$ cat config.mk
export PLATFORM = sky130hd
export DESIGN_NAME = periph_clk_div
export DESIGN_NICKNAME = d
export VERILOG_FILES = /design/src/rtl/pcd_pkg.sv /design/src/rtl/pcd_ctrl_reg.sv /design/src/rtl/pcd_period_ctr.sv /design/src/rtl/pcd_out_stage.sv /design/src/rtl/periph_clk_div.sv
export SDC_FILE = /design/constraint.sdc
export NUM_CORES = 1
export LEC_CHECK = 0
export BUFFER_PORTS_ARGS = -buffer_cell sky130_fd_sc_hd__buf_2
export CORE_MARGIN = 5
export CORE_UTILIZATION = 48
export CTS_CLUSTER_SIZE = 40
export DETAILED_ROUTE_END_ITERATION = 10
export PLACE_DENSITY = 0.86
export SLEW_MARGIN = 5
export SYNTH_ARGS = -nofsm -noshare
export SYNTH_HDL_FRONTEND = slang
export SYNTH_SLANG_ARGS = --single-unit
export TNS_END_PERCENT = 1
$ cat constraint.sdc
create_clock -name clk -period 3.2 [get_ports clk]
set_input_delay 0.16 -clock clk [delete_from_list [all_inputs] [get_ports clk]]
set_output_delay 0.16 -clock clk [all_outputs]
set_load 0.1 [all_outputs]
$ cat src/rtl/pcd_pkg.sv
package pcd_pkg;
  parameter int unsigned PCD_DIV_W    = 7;
  parameter int unsigned PCD_DATA_W   = 16;
  parameter int unsigned PCD_READY_POS = 11;
  parameter int unsigned PCD_EN_POS    = 15;

  typedef enum logic [1:0] {
    PH_HIGH = 2'd0,
    PH_LOW  = 2'd1,
    PH_OFF  = 2'd2
  } pcd_phase_e;
endpackage

$ cat src/rtl/pcd_ctrl_reg.sv
module pcd_ctrl_reg #(
  parameter int unsigned DIV_W     = 7,
  parameter int unsigned DATA_W    = 16,
  parameter int unsigned READY_POS = 11,
  parameter int unsigned EN_POS    = 15
) (
  input  logic              clk,
  input  logic              rst,
  input  logic              wr_en,
  input  logic [DATA_W-1:0] wr_data,
  input  logic              boundary,
  input  logic [DIV_W-1:0]  applied_div,
  output logic [DIV_W-1:0]  pend_div,
  output logic              en_req,
  output logic              ready,
  output logic [DATA_W-1:0] rd_data
);
  always_ff @(posedge clk) begin
    if (rst) begin
      pend_div <= '0;
      en_req   <= 1'b1;
      ready    <= 1'b1;
    end else begin
      if (wr_en) begin
        pend_div <= wr_data[DIV_W-1:0];
        en_req   <= wr_data[EN_POS];
        ready    <= 1'b0;
      end else if (boundary) begin
        ready <= 1'b1;
      end
    end
  end

  always_comb begin
    rd_data                 = '0;
    rd_data[DIV_W-1:0]      = applied_div;
    rd_data[READY_POS]      = ready;
    rd_data[EN_POS]         = en_req;
  end

  // any write leaves ready low on the following cycle
  p_ready_drop_r3: assert property (@(posedge clk) disable iff (rst)
    wr_en |=> !ready);
endmodule

$ cat src/rtl/pcd_period_ctr.sv
module pcd_period_ctr #(
  parameter int unsigned DIV_W = 7
) (
  input  logic             clk,
  input  logic             rst,
  input  logic [DIV_W-1:0] pend_div,
  input  logic             en_req,
  output logic [DIV_W-1:0] cnt,
  output logic [DIV_W-1:0] active_div,
  output logic             gate,
  output logic             boundary,
  output logic [DIV_W-1:0] nxt_cnt,
  output logic [DIV_W-1:0] nxt_div,
  output logic             nxt_gate
);
  assign boundary = (cnt == active_div);

  always_comb begin
    if (boundary) begin
      nxt_cnt  = '0;
      nxt_div  = pend_div;
      nxt_gate = en_req;
    end else begin
      nxt_cnt  = cnt + 1'b1;
      nxt_div  = active_div;
      nxt_gate = gate;
    end
  end

  always_ff @(posedge clk) begin
    if (rst) begin
      cnt        <= '0;
      active_div <= '0;
      gate       <= 1'b1;
    end else begin
      cnt        <= nxt_cnt;
      active_div <= nxt_div;
      gate       <= nxt_gate;
    end
  end

  // the counter never runs past the applied period
  p_cnt_bound_r5: assert property (@(posedge clk) disable iff (rst)
    cnt <= active_div);
endmodule

$ cat src/rtl/pcd_out_stage.sv
module pcd_out_stage
  import pcd_pkg::*;
#(
  parameter int unsigned DIV_W = 7
) (
  input  logic             clk,
  input  logic             rst,
  input  logic [DIV_W-1:0] nxt_cnt,
  input  logic [DIV_W-1:0] nxt_div,
  input  logic             nxt_gate,
  output logic             clk_out
);
  localparam int unsigned RW = DIV_W + 1;

  logic [RW-1:0] ratio;
  logic [RW-1:0] high_len;
  pcd_phase_e    phase;

  assign ratio    = {1'b0, nxt_div} + RW'(1);
  assign high_len = ratio >> 1;

  always_comb begin
    if (!nxt_gate)
      phase = PH_OFF;
    else if (nxt_div == '0)
      phase = PH_HIGH;
    else if ({1'b0, nxt_cnt} < high_len)
      phase = PH_HIGH;
    else
      phase = PH_LOW;
  end

  always_ff @(posedge clk) begin
    if (rst) clk_out <= 1'b1;
    else     clk_out <= (phase == PH_HIGH);
  end
endmodule

$ cat src/rtl/periph_clk_div.sv
module periph_clk_div
  import pcd_pkg::*;
#(
  parameter int unsigned DIV_W     = PCD_DIV_W,
  parameter int unsigned DATA_W    = PCD_DATA_W,
  parameter int unsigned READY_POS = PCD_READY_POS,
  parameter int unsigned EN_POS    = PCD_EN_POS
) (
  input  logic              clk,
  input  logic              rst,
  input  logic              wr_en,
  input  logic [DATA_W-1:0] wr_data,
  output logic [DATA_W-1:0] rd_data,
  output logic              clk_out
);
  logic [DIV_W-1:0] pend_div, active_div, cnt, nxt_cnt, nxt_div;
  logic             en_req, ready, gate, boundary, nxt_gate;

  pcd_ctrl_reg #(
    .DIV_W(DIV_W), .DATA_W(DATA_W), .READY_POS(READY_POS), .EN_POS(EN_POS)
  ) u_reg (
    .clk(clk), .rst(rst), .wr_en(wr_en), .wr_data(wr_data),
    .boundary(boundary), .applied_div(active_div),
    .pend_div(pend_div), .en_req(en_req), .ready(ready), .rd_data(rd_data)
  );

  pcd_period_ctr #(.DIV_W(DIV_W)) u_ctr (
    .clk(clk), .rst(rst), .pend_div(pend_div), .en_req(en_req),
    .cnt(cnt), .active_div(active_div), .gate(gate), .boundary(boundary),
    .nxt_cnt(nxt_cnt), .nxt_div(nxt_div), .nxt_gate(nxt_gate)
  );

  pcd_out_stage #(.DIV_W(DIV_W)) u_out (
    .clk(clk), .rst(rst), .nxt_cnt(nxt_cnt), .nxt_div(nxt_div),
    .nxt_gate(nxt_gate), .clk_out(clk_out)
  );

  // ready comes back only on a period boundary
  p_ready_at_boundary_r4: assert property (@(posedge clk) disable iff (rst)
    $rose(ready) |-> $past(boundary));

  // with ready high, the running ratio equals the stored one
  p_readback_r6: assert property (@(posedge clk) disable iff (rst)
    ready |-> (active_div == pend_div));

  // a high phase begins only at the start of a period
  p_rise_at_start_r7: assert property (@(posedge clk) disable iff (rst)
    $rose(clk_out) |-> (cnt == '0));

  // gating switches off only while the output sits in its low phase
  p_gate_off_low_r9: assert property (@(posedge clk) disable iff (rst)
    ($fell(gate) && ($past(active_div) != '0)) |-> !$past(clk_out));
endmodule

**Word level (Yosys, flattened, before mapping)**

Index checks and enable logic that the tools add are counted.
Widths: inputs -> output; s select.

- Register bits after elaboration: 25
- Input bits: 19
- Output and inout bits: 17

- Add/subtract/negate cells: 2
- $lt $le $gt $ge: 1
- Equality and inequality tests: 1
- Multiplexer cells: 8
- Reductions and logical operators: 3

Operators with widths:

| operator | number |
|---|---|
| $mux 7 | 2 |
| $add 7x1->8 const B | 1 |
| $add 7x1->7 const B | 1 |
| $eq 7x7->1 | 1 |
| $logic_not 7->1 | 1 |
| $lt 7x7->1 | 1 |
| $mux 1 | 4 |
| $mux 2 | 2 |
| $logic_not 2->1 | 1 |
| $reduce_bool 2->1 | 1 |

**Depth between registers and ports, before layout**

Gate-level depths: netlist of the first run.

- Word-level depth: 8
- Mapped depth: 18
- Mapped depth without buffers: 16

**By module**

A second synthesis of the first run with hierarchy kept.

- Cells, all modules: 169
- Area, all modules: 1,581.5 sq um

Modules (own cells, without submodules):

| module | times used | cells each | area each (sq um) | sequential area each (sq um) |
|---|---|---|---|---|
| pcd_period_ctr | 1 | 87 | 834.6 | 300.3 |
| pcd_ctrl_reg | 1 | 46 | 445.4 | 180.2 |
| pcd_out_stage | 1 | 36 | 301.5 | 20.0 |

**Least setup slack after synthesis of the first run**

Ideal clock, no wire load.

- Kind: flip-flop to flip-flop
- Start point: register u_ctr.active_div[3]
- End point: register u_out.clk_out
- Library setup time: 72 ps
- Arrival: 3,735 ps
- Required time: 3,128 ps
- Slack: -607 ps
- Cell stages (with the launch flop): 19
- Path buffers: 2
- Cells stage by stage: dfxtp_1 > clkbuf_2 > xnor2_1 > nand4_1 > nor4_2 > buf_6 > mux2i_1 > inv_1 > ha_1 > nand2_1 > nor2_1 > xnor2_1 > o21ai_0 > ha_1 > a21oi_1 > nand2_1 > a211oi_1 > o41a_1 > a2bb2oi_1

- Word-level cells in the longest chain between the ends: 8

RTL lines:

| what | RTL line | RTL |
|---|---|---|
| from (decl) | pcd_period_ctr.sv:9 | `output logic [DIV_W-1:0] active_div,` |
| from (signal assigned) | pcd_period_ctr.sv:37 | `active_div <= nxt_div;` |
| $eq 7x7->1 (*) | pcd_period_ctr.sv:16 | `assign boundary = (cnt == active_div);` |
| $mux 7 (*) | pcd_period_ctr.sv:19 | `if (boundary) begin` |
| named net nxt_div[1] | periph_clk_div.sv:16 | `logic [DIV_W-1:0] pend_div, active_div, cnt, nxt_cnt, nxt_div;` |
| $add 7x1->8 | pcd_out_stage.sv:19 | `assign ratio = {1'b0, nxt_div} + RW'(1);` |
| $lt 7x7->1 | pcd_out_stage.sv:27 | `else if ({1'b0, nxt_cnt} < high_len)` |
| $mux 1 | pcd_out_stage.sv:27 |  |
| $mux 2 (*) | pcd_out_stage.sv:25 | `else if (nxt_div == '0)` |
| $mux 2 (*) | pcd_out_stage.sv:23 | `if (!nxt_gate)` |
| $logic_not 2->1 (*) | pcd_out_stage.sv:35 | `else clk_out <= (phase == PH_HIGH);` |
| to (signal assigned) | pcd_out_stage.sv:35 |  |
| to (decl) | pcd_out_stage.sv:11 | `output logic clk_out` |

Mark *: on every way through the listed nets, which the timed path passes. The rest lies on a longest branch.
A chain may end at the register's enable or synchronous reset.

**Worst setup path after layout of the first run**

- Start point: register u_ctr.cnt[3]
- End point: register u_out.clk_out

- Word-level cells in the longest chain between the ends: 8

RTL lines:

| what | RTL line | RTL |
|---|---|---|
| from (decl) | pcd_period_ctr.sv:8 | `output logic [DIV_W-1:0] cnt,` |
| from (signal assigned) | pcd_period_ctr.sv:36 | `cnt <= nxt_cnt;` |
| $eq 7x7->1 (*) | pcd_period_ctr.sv:16 |  |
| $mux 7 (*) | pcd_period_ctr.sv:19 |  |
| named net nxt_div[1] | periph_clk_div.sv:16 |  |
| $add 7x1->8 | pcd_out_stage.sv:19 |  |
| $lt 7x7->1 | pcd_out_stage.sv:27 |  |
| $mux 1 | pcd_out_stage.sv:27 |  |
| $mux 2 (*) | pcd_out_stage.sv:25 |  |
| $mux 2 (*) | pcd_out_stage.sv:23 |  |
| $logic_not 2->1 (*) | pcd_out_stage.sv:35 |  |

Marked as above.

==> impl_metrics.ini, run 1 <==
[place]
place_congestion = 0.856
port_buffers = 20
placed_cell_area_sq_um = 1650
placedCellCount = 234
hpwl_mm = 2.41

[sta]
post-route-period-util_pct = 96.5
endpoints_failing_hold = 0
finalSetupViolations = 0
timing.final.max_slew_violations = 0
max_clock_freq_ghz = 0.324
fin_skew_ns = 0.00128
min_period_ns = 3.09

[drt]
drt.antenna.violating_nets = 0
number_of_detailed_route_iterations_in_the_first_pass = 4
remaining_drc_errors = 0
avgViaCountPerCell = 5.09
vias = 1251
first_iter_violations = 32
drt_wl_total_mm = 3.24
wl_per_cell_microns = 13.2

[die]
core-area_sq_um = 3030
die_area_sq_um = 4350
die_height_microns = 66.0
i_o_pins = 36
floorplan.rows = 20
floorplan.initialDensity_pct = 49.6
die-width_microns = 66.0

[worst_setup_path]
critPathKind = reg -> reg
critPathLaunch = u_ctr.cnt[3]
cpPeakStageDelay_ns = 0.40
crit_path_max_fanout = 5
reg2reg_slack_ns = 0.11
cp.required_ns = 3.41
cp_data_arrival_time_ns = 3.30
critPathLaunchType = flip-flop
cpMaxStageDelayCell = dfxtp_1
list_of_cells_traversed_by_the_critical_path = xnor2_2 > nand4_1 > nor4_4 > buf_4 > mux2i_2 > inv_1 > ha_4 > nand2_1 > nor2_1 > xnor2_1 > o21ai_1 > ha_1 > nand4_1 > o41a_1 > a2bb2oi_2
r2r-start = u_ctr.cnt[3]
critPathMostFrequentCell = nand4_1
critPathCaptureType = flip-flop

[power_and_ir_drop]
power_frac_clock_pct = 9.3
ir_worst_vdd_mv = 0.447
p_per_area_nw_per_um2 = 831
power.combinational.fraction_pct = 63.8
seqPwrFrac_pct = 26.9
cell_internal_power_w = 0.000764
switching_share_pct = 48.1
cellLeakagePower_nw = 0.787
p_switching_w = 0.000708

[synthesis]
synth.top_cell.area_share_pct = 33.3
yosys_register_bits = 25
yosysUniqueCellTypes = 30
synth_seq_area_share_pct = 33.3
mapped_cell_area_sq_um = 1500
syn_avg_cell_area_sq_um = 8.54
netlist_instances = 176
synthMostInstantiatedCell = nor2_1
most_used_dff_post_synth = dfxtp_1
ys_warn_count = 0
post-synth-top-area-cell = dfxtp_1
synth.cells.most_frequent = nor2_1, dfxtp_1, mux2i_1, nand3_1
async_reset_ff_share_pct = 0
synth_area_leaders = dfxtp_1, mux2i_1, nor2_1
number_of_enable_type_register_cells_in_the_synthesized_netlist = 0

[cts]
cts_tree = yes
clk_path_buf_depth = 2
numCtsBuffers = 3
clockRootBuffer = clkbuf_4
clock_latency_ns = 0.31
clock_pin_slew_reported_for_the_worst_setup_and_hold_paths_after_clock_tree_synthesis_ns = 0.12
clock_tree.htree_level_count = 1
clock-sinks = 25

[final_layout]
finish.cell_count_without_fillers = 246
net_count_reported_at_finish = 231
fin_area_sq_um = 1770
insertedDiodeCount = 0
synth_to_final_area_change_pct = 17.9
share_of_cells_above_drive_strength_1_pct = 28.7
num-fill-cells = 262

[global_route]
first_global_vias = 1213
grt_pass1_wl_mm = 5.03
grt_max_degree = 27
grt_antenna_before_repair = 0
grt-ovfl-total = 0
grt_util_all_layers_pct = 14.7

[run]
cap_violations = 0

[worst_hold_path]
hold_path_class = in -> reg
source_of_the_worst_hold_timing_path = wr_data[15]

[outcome]
outcome = finished clean
==> routing by layer <==
| metal | share of wire, % | global-route usage (%) | up-vias |
|---|---|---|---|
| li1 | - | - | 631 |
| met1 | 42 | 17.1 | 582 |
| met2 | 51 | 26.8 | 34 |
| met3 | 4.9 | 2.89 | 4 |
| met4 | 1.2 | 4.82 | 0 |
| met5 | 0 | 0 | - |
==> state kept, by name (all words and copies together), names as in the netlist <==
signal	cells
u_ctr.active_div	7
u_ctr.cnt	7
u_reg.pend_div	7
u_ctr.gate	1
u_out.clk_out	1
u_reg.en_req	1
u_reg.ready	1
==> power by group through the flow <==
stage                     combinational (W)  clock, W  sequential [W]
after CTS                          0.000842  0.000142        0.000405
final                              0.000939  0.000136        0.000396
after detailed placement           0.000841         0        0.000412
after global routing                0.00101  0.000158        0.000403
after global placement             0.000829         0        0.000410
after floorplan                    0.000668         0        0.000532
==> repair_timing <==
action	CTS	global route
pin swaps	1	5
setup buffers	0	8
gates resized for setup	0	8
hold buffers	0	0
endpoints found under the setup margin	1	1
==> area by class of cell <==
cell class              count  area (sq um)  area share [%]
clock buffers               4          26.3            1.48
inverters                   6          22.5            1.27
multi-input cells         133           940            53.0
flip-flops and latches     25           523            29.5
well taps                  44          55.1            3.11
repair buffers             34           205            11.6
==> worst max-delay path, delay by kind of cell (launching register included) <==
family,cells,cell delay [ns]
AOI/OAI and AO/OA,3,0.64
adders and majority gates,2,0.53
muxes,1,0.25
and+or+nand+nor,5,0.60
xor gates and xnor gates,2,0.27
DFF,1,0.40
buffers and inverters,2,0.29
==> placed cells by master (no fill, tap or decap), types with 7 or more instances in the layout <==
master / count
nand2_1: 9
buf_2: 20
conb_1: 7
mux2i_1: 15
ha_1: 8
dfxtp_1: 17
nand3_1: 12
xor2_1: 10
xnor2_1: 7
buf_4: 14
nor2_1: 34
==> path summary, 6_finish.rpt <==
path,to,depth (start not counted)
setup / recovery,u_out.clk_out,15
hold / removal,u_reg.en_req,3
setup reg to reg,u_out.clk_out,15
hold reg to reg,u_ctr.gate,2
==> cells by family (layout without fill, tap and decap cells) <==
logic type	Yosys count	in the layout	share of synthesized area, %
AOI/OAI and AO/OA	15	15	6.24
and+or+nand+nor	65	65	19.4
xor gates and xnor gates	20	20	11.7
adders and majority gates	9	9	7.49
buffers and inverters	24	44	10.3
DFF	25	25	33.3
other	1	7	0.250
muxes	17	17	11.3
==> stage by stage <==
stage                     setup slack, ns  TNS [ns]  power [W]  util, %  hold slack, ns
final                               0.113         0    0.00147     58.5          0.0694
after global routing              -0.0563   -0.0563    0.00157     58.5          0.0736
after global placement              0.113         0    0.00124     54.3           0.374
after detailed placement           0.0252         0    0.00125     54.3           0.395
after floorplan                   -0.0104   -0.0104    0.00120        -           0.289
after CTS                          0.0729         0    0.00139     55.2          0.0580
No activity file was read; power rests on OpenSTA's default activity.
==> run 2, diff against run 1 <==
--- a/config.mk
+++ b/config.mk
@@ -5,12 +5,13 @@
 export SDC_FILE = /design/constraint.sdc
 export NUM_CORES = 1
 export LEC_CHECK = 0
+export ABC_AREA = 1
 export BUFFER_PORTS_ARGS = -buffer_cell sky130_fd_sc_hd__buf_2
 export CORE_MARGIN = 5
-export CORE_UTILIZATION = 48
+export CORE_UTILIZATION = 47
 export CTS_CLUSTER_SIZE = 40
 export DETAILED_ROUTE_END_ITERATION = 10
-export PLACE_DENSITY = 0.86
+export PLACE_DENSITY = 0.84
 export SLEW_MARGIN = 5
 export SYNTH_ARGS = -nofsm -noshare
 export SYNTH_HDL_FRONTEND = slang
==> impl_metrics.ini, run 2 <==
[synthesis]
most_used_dff_post_synth = dfxtp_1
synth_seq_area_share_pct = 34.0
synth.top_cell.area_share_pct = 34.0
synth_area_leaders = dfxtp_1, nand2_1, nor2_1
mapped_cell_area_sq_um = 1470
yosysUniqueCellTypes = 29
syn_avg_cell_area_sq_um = 7.05
post-synth-top-area-cell = dfxtp_1
synth.cells.most_frequent = nand2_1, nor2_1, dfxtp_1, inv_1, o21ai_0
async_reset_ff_share_pct = 0
ys_warn_count = 0
synthMostInstantiatedCell = nand2_1
yosys_register_bits = 25
number_of_enable_type_register_cells_in_the_synthesized_netlist = 0
netlist_instances = 209

[cts]
numCtsBuffers = 3
clockRootBuffer = clkbuf_4
post_cts_resize_count = 0
cts_tree = yes
clock_pin_slew_reported_for_the_worst_setup_and_hold_paths_after_clock_tree_synthesis_ns = 0.13
ctsHoldBuffers = 0
clock_latency_ns = 0.32
clock_tree.htree_level_count = 1
clock-sinks = 25
post_cts.repair.setup_buffers = 0
clk_path_buf_depth = 2

[power_and_ir_drop]
ir_worst_vdd_mv = 0.696
p_per_area_nw_per_um2 = 1090
switching_share_pct = 58.0
cell_internal_power_w = 0.000728
power_frac_clock_pct = 8.2
p_switching_w = 0.00101
power.combinational.fraction_pct = 68.4
seqPwrFrac_pct = 23.5
cellLeakagePower_nw = 0.756

[die]
die-width_microns = 66.0
floorplan.initialDensity_pct = 48.6
core-area_sq_um = 3030
die_area_sq_um = 4350
die_height_microns = 66.0
floorplan.rows = 20
i_o_pins = 36

[final_layout]
insertedDiodeCount = 0
biggestRegsByFlops = u_ctr.active_div (7), u_ctr.cnt (7), u_reg.pend_div (7)
synth_to_final_area_change_pct = 7.73
share_of_cells_above_drive_strength_1_pct = 18.6
net_count_reported_at_finish = 255
most-common-layout-cells = nand2_1, nor2_1, dfxtp_1, inv_1, buf_2
fin_area_sq_um = 1590
layout_utilization_pct = 52.4
layout_commonest_cell = nand2_1

[global_route]
grt_max_degree = 17
grt-ovfl-total = 0
grt_pass1_wl_mm = 4.75
grt_util_all_layers_pct = 14.0
first_global_vias = 1139
grt_antenna_before_repair = 0

[sta]
timing.final.max_slew_violations = 0
min_period_ns = 2.84
post-route-period-util_pct = 88.8
fin_tns_setup_ns = 0
rsz0062_at_grt = false
endpoints_failing_hold = 0
finalSetupViolations = 0
max_clock_freq_ghz = 0.352
fin_skew_ns = 0.00180
final.setup.worst_slack_ns = 0.357

[outcome]
outcome = finished clean

[place]
place_congestion = 0.860
hpwl_mm = 2.19
pre_cts_setup_slack_ns = 0.431
port_buffers = 20
placed_cell_area_sq_um = 1560

[worst_hold_path]
hold_path_class = in -> reg

[worst_setup_path]
crit_path_max_fanout = 16
critPathKind = reg -> reg
critPathCaptureType = flip-flop
critPathLaunchType = flip-flop
cp.required_ns = 3.47
cp_data_arrival_time_ns = 3.11

[drt]
drt_wl_total_mm = 2.81
wl_per_cell_microns = 10.4
number_of_detailed_route_iterations_in_the_first_pass = 4
first_iter_violations = 70
avgViaCountPerCell = 4.73
vias = 1276
remaining_drc_errors = 0
drt.antenna.violating_nets = 0

[run]
cap_violations = 0
==> run 2: cell count changes after synthesis, moves of 7 or more <==
cell | previous run | this run
xnor2_1 | 10 | 2
nor3_1 | 1 | 8
inv_1 | 6 | 21
nand2_1 | 9 | 48
mux2i_1 | 17 | 0
==> run 2: kinds of logic after synthesis <==
logic type	after synthesis	synth area share, %
AOI/OAI and AO/OA	19	8.07
xor gates and xnor gates	8	4.76
adders and majority gates	9	7.65
buffers and inverters	40	13.3
DFF	25	34.0
muxes	1	0.765
other	1	0.255
and+or+nand+nor	106	31.3
==> run 2: worst paths after layout <==
path	slack, ns	cells past startpoint	start	to
setup / recovery	0.36	22	u_ctr.cnt[4]	u_out.clk_out
hold reg to reg	0.49	2	u_reg.en_req	u_reg.en_req
setup reg to reg	0.36	22	u_ctr.cnt[4]	u_out.clk_out
hold / removal	0.05	3	wr_data[15]	u_reg.en_req
==> run 2: critical path, stage by stage, from the launching register on <==
cell and delay (ns):
dfxtp_1 0.41, inv_2 0.07, nand2_1 0.06, nand2_1 0.05, nor2_1 0.16, nand2_2 0.14, nor2_8 0.25, nand2_1 0.11
o21ai_2 0.10, ha_1 0.23, nand3_2 0.12, nor2_2 0.12, nand2_1 0.06, nand2_1 0.06, nand2_1 0.05, ha_1 0.27
nand2_1 0.08, nor2_1 0.05, a211oi_1 0.17, nand2_1 0.09, nand2_1 0.07, nand2_1 0.05, nand2_1 0.04
==> run 2: cell type report <==
cell class | instances | area (sq um)
flip-flops and latches | 25 | 500
fillers | 331 | 1440
repair buffers | 21 | 108
clock buffers | 4 | 26.3
multi-input cells | 150 | 800
well taps | 44 | 55.1
inverters | 26 | 97.6
==> run 2: per-layer routing <==
metal	share of wire [%]	GRT usage (%)	vias to the layer above
li1	-	-	668
met4	1.2	5.58	0
met1	46	17.2	581
met5	0	0	-
met3	5.0	3.23	2
met2	48	23.4	25
==> run 2: power by group through the flow <==
stage	Sequential (W)	Combinational (W)	Clock [W]
global route	0.000416	0.00131	0.000161
finish	0.000407	0.00119	0.000141
detailed placement	0.000414	0.00118	0
floorplan	0.000636	0.000808	0
global placement	0.000413	0.00116	0
CTS	0.000407	0.00119	0.000148
==> run 2: through the flow <==
step	power, W	hold WS [ns]	instances
detailed placement	0.00159	0.379	266
CTS	0.00175	0.0347	270
global placement	0.00157	0.373	266
global route	0.00189	0.0293	270
finish	0.00173	0.0548	270
floorplan	0.00144	0.237	215
==> run 3, diff against run 2 <==
--- a/config.mk
+++ b/config.mk
@@ -11,6 +11,7 @@
 export CORE_UTILIZATION = 47
 export CTS_CLUSTER_SIZE = 40
 export DETAILED_ROUTE_END_ITERATION = 10
+export GPL_TIMING_DRIVEN = 0
 export PLACE_DENSITY = 0.84
 export SLEW_MARGIN = 5
 export SYNTH_ARGS = -nofsm -noshare
==> impl_metrics.ini, run 3 (synthesis results as in run 2) <==
[sta]
rsz0062_at_grt = false
fin_tns_setup_ns = 0
finalSetupViolations = 0
timing.final.max_slew_violations = 0
min_period_ns = 2.80
fin_skew_ns = 0.0136
hold-worst-slack_ns = 0.0532
max_clock_freq_ghz = 0.357
post-route-period-util_pct = 87.4
final.setup.worst_slack_ns = 0.402
endpoints_failing_hold = 0

[power_and_ir_drop]
p_switching_w = 0.00102
cellLeakagePower_nw = 0.806
p_per_area_nw_per_um2 = 1070
seqPwrFrac_pct = 22.8
cell_internal_power_w = 0.000770
power_frac_clock_pct = 7.7
ir_worst_vdd_mv = 0.709
switching_share_pct = 57.1
power.combinational.fraction_pct = 69.5

[worst_setup_path]
critPathCaptureType = flip-flop
ff2ff_path_depth = 22
timing.critical_path.max_delay_family = simple AND/OR/NAND/NOR gates
crit_path_max_fanout = 9
list_of_cells_traversed_by_the_critical_path = inv_2 > nand2_1 > nand2_1 > nor2_1 > nand2_2 > nor2_8 > nand2_1 > o21ai_2 > ha_1 > nand3_2 > nor2_2 > nand2_1 > nand2_1 > nand2_1 > ha_1 > nand2_1 > nor2_1 > a211oi_1 > nand2_1 > nand2_1 > nand2_1 > nand2_1
r2r-end = u_out.clk_out
cp.required_ns = 3.46
cpPeakStageDelay_ns = 0.42
cpMaxStageDelayCell = dfxtp_1
critPathLaunchType = flip-flop
cp_data_arrival_time_ns = 3.06
reg2reg_slack_ns = 0.40
critPathKind = reg -> reg
worstPathBufferInverterCount = 1
r2r-start = u_ctr.cnt[4]
critPathMostFrequentCell = nand2_1

[die]
die-width_microns = 66.0
core-area_sq_um = 3030
i_o_pins = 36
floorplan.rows = 20
die_height_microns = 66.0
floorplan.initialDensity_pct = 48.6
die_area_sq_um = 4350

[global_route]
grt_util_all_layers_pct = 14.9
grt_antenna_before_repair = 0
grt_pass1_wl_mm = 5.01
first_global_vias = 1167
grt_max_degree = 14
grt-ovfl-total = 0

[final_layout]
layout_commonest_cell = nand2_1
net_count_reported_at_finish = 267
biggestRegsByFlops = u_ctr.active_div (7), u_ctr.cnt (7), u_reg.pend_div (7)
fin_area_sq_um = 1670
synth_to_final_area_change_pct = 13.5
most-common-layout-cells = nand2_1, nor2_1, dfxtp_1, inv_1, buf_2
layout_utilization_pct = 55.2
num-fill-cells = 297
insertedDiodeCount = 0
share_of_cells_above_drive_strength_1_pct = 21.0

[drt]
remaining_drc_errors = 0
avgViaCountPerCell = 4.62
wl_met2_mm = 1.41
vias = 1304
drt.antenna.violating_nets = 0
drt-met1-wl_mm = 1.35
drt_wl_total_mm = 2.97
wl_per_cell_microns = 10.5
met3RoutedLength_microns = 157
first_iter_violations = 85
dr.max_layer_used = met4
number_of_detailed_route_iterations_in_the_first_pass = 4

[cts]
clock_tree.htree_level_count = 1
clockRootBuffer = clkbuf_4
clock-sinks = 25
post_cts_resize_count = 0
clock_pin_slew_reported_for_the_worst_setup_and_hold_paths_after_clock_tree_synthesis_ns = 0.13
post_cts.repair.setup_buffers = 0
clock_latency_ns = 0.32
numCtsBuffers = 3
clk_path_buf_depth = 2
cts_tree = yes
ctsHoldBuffers = 0

[place]
hpwl_mm = 2.39
placed_cell_area_sq_um = 1650
pre_cts_setup_slack_ns = 0.428
place_congestion = 0.947
port_buffers = 19

[run]
cap_violations = 0

[outcome]
outcome = finished clean

[worst_hold_path]
hold_depth = 3
source_of_the_worst_hold_timing_path = wr_data[2]
timing.hold.worst_endpoint = u_reg.pend_div[2]
hold_path_class = in -> reg
==> run 3: changes by cell type in the layout (fill, tap and decap cells not counted), sizes merged <==
cell	delta
buf	+8
clkbuf	+4
==> run 3: power by group through the flow <==
| stage | clock, W | sequential, W | combinational [W] |
|---|---|---|---|
| after floorplan | 0 | 0.000636 | 0.000808 |
| after global placement | 0 | 0.000413 | 0.00122 |
| after detailed placement | 0 | 0.000415 | 0.00124 |
| after CTS | 0.000141 | 0.000408 | 0.00125 |
| after global routing | 0.000155 | 0.000419 | 0.00137 |
| final | 0.000139 | 0.000408 | 0.00125 |
==> run 3: area by class of cell <==
class	count	area [sq um]	area share (%)
tap	44	55.1	3.29
sequential	25	500	29.9
buffer	14	97.6	5.84
clock buffer	4	26.3	1.57
multi-input combinational	150	800	47.8
inverter	26	97.6	5.84
timing repair buffer	19	95.1	5.69
==> run 3: per-stage QoR <==
step,cells,power [W]
after global routing,282,0.00195
after CTS,282,0.00180
after detailed placement,278,0.00166
final,282,0.00179
after global placement,278,0.00164
after floorplan,215,0.00144
==> run 3: worst register-to-register path, cell delays in order, from the launching register on <==
cell	delay (ns)
dfxtp_1	0.42
inv_2	0.07
nand2_1	0.07
nand2_1	0.06
nor2_1	0.16
nand2_2	0.14
nor2_8	0.19
nand2_1	0.09
o21ai_2	0.09
ha_1	0.23
nand3_2	0.13
nor2_2	0.12
nand2_1	0.06
nand2_1	0.05
nand2_1	0.05
ha_1	0.26
nand2_1	0.08
nor2_1	0.05
a211oi_1	0.16
nand2_1	0.10
nand2_1	0.08
nand2_1	0.05
nand2_1	0.04
==> run 3: per-layer routing <==
layer,vias to the layer above,GRT usage (%)
met2,28,25.3
met3,6,3.23
li1,692,-
met4,0,4.57
met1,578,18.8
met5,-,0
==> run 3: worst max-delay path by stage <==
stage	slack, ns	endpoint	cells past startpoint	from
after floorplan	0.07	u_out.clk_out	22	u_ctr.active_div[3]
after global placement	0.51	u_out.clk_out	22	u_ctr.cnt[4]
after detailed placement	0.43	u_out.clk_out	22	u_ctr.cnt[4]
after CTS	0.39	u_out.clk_out	22	u_ctr.cnt[4]
after global routing	0.14	u_out.clk_out	22	u_ctr.cnt[4]
final	0.40	u_out.clk_out	22	u_ctr.cnt[4]
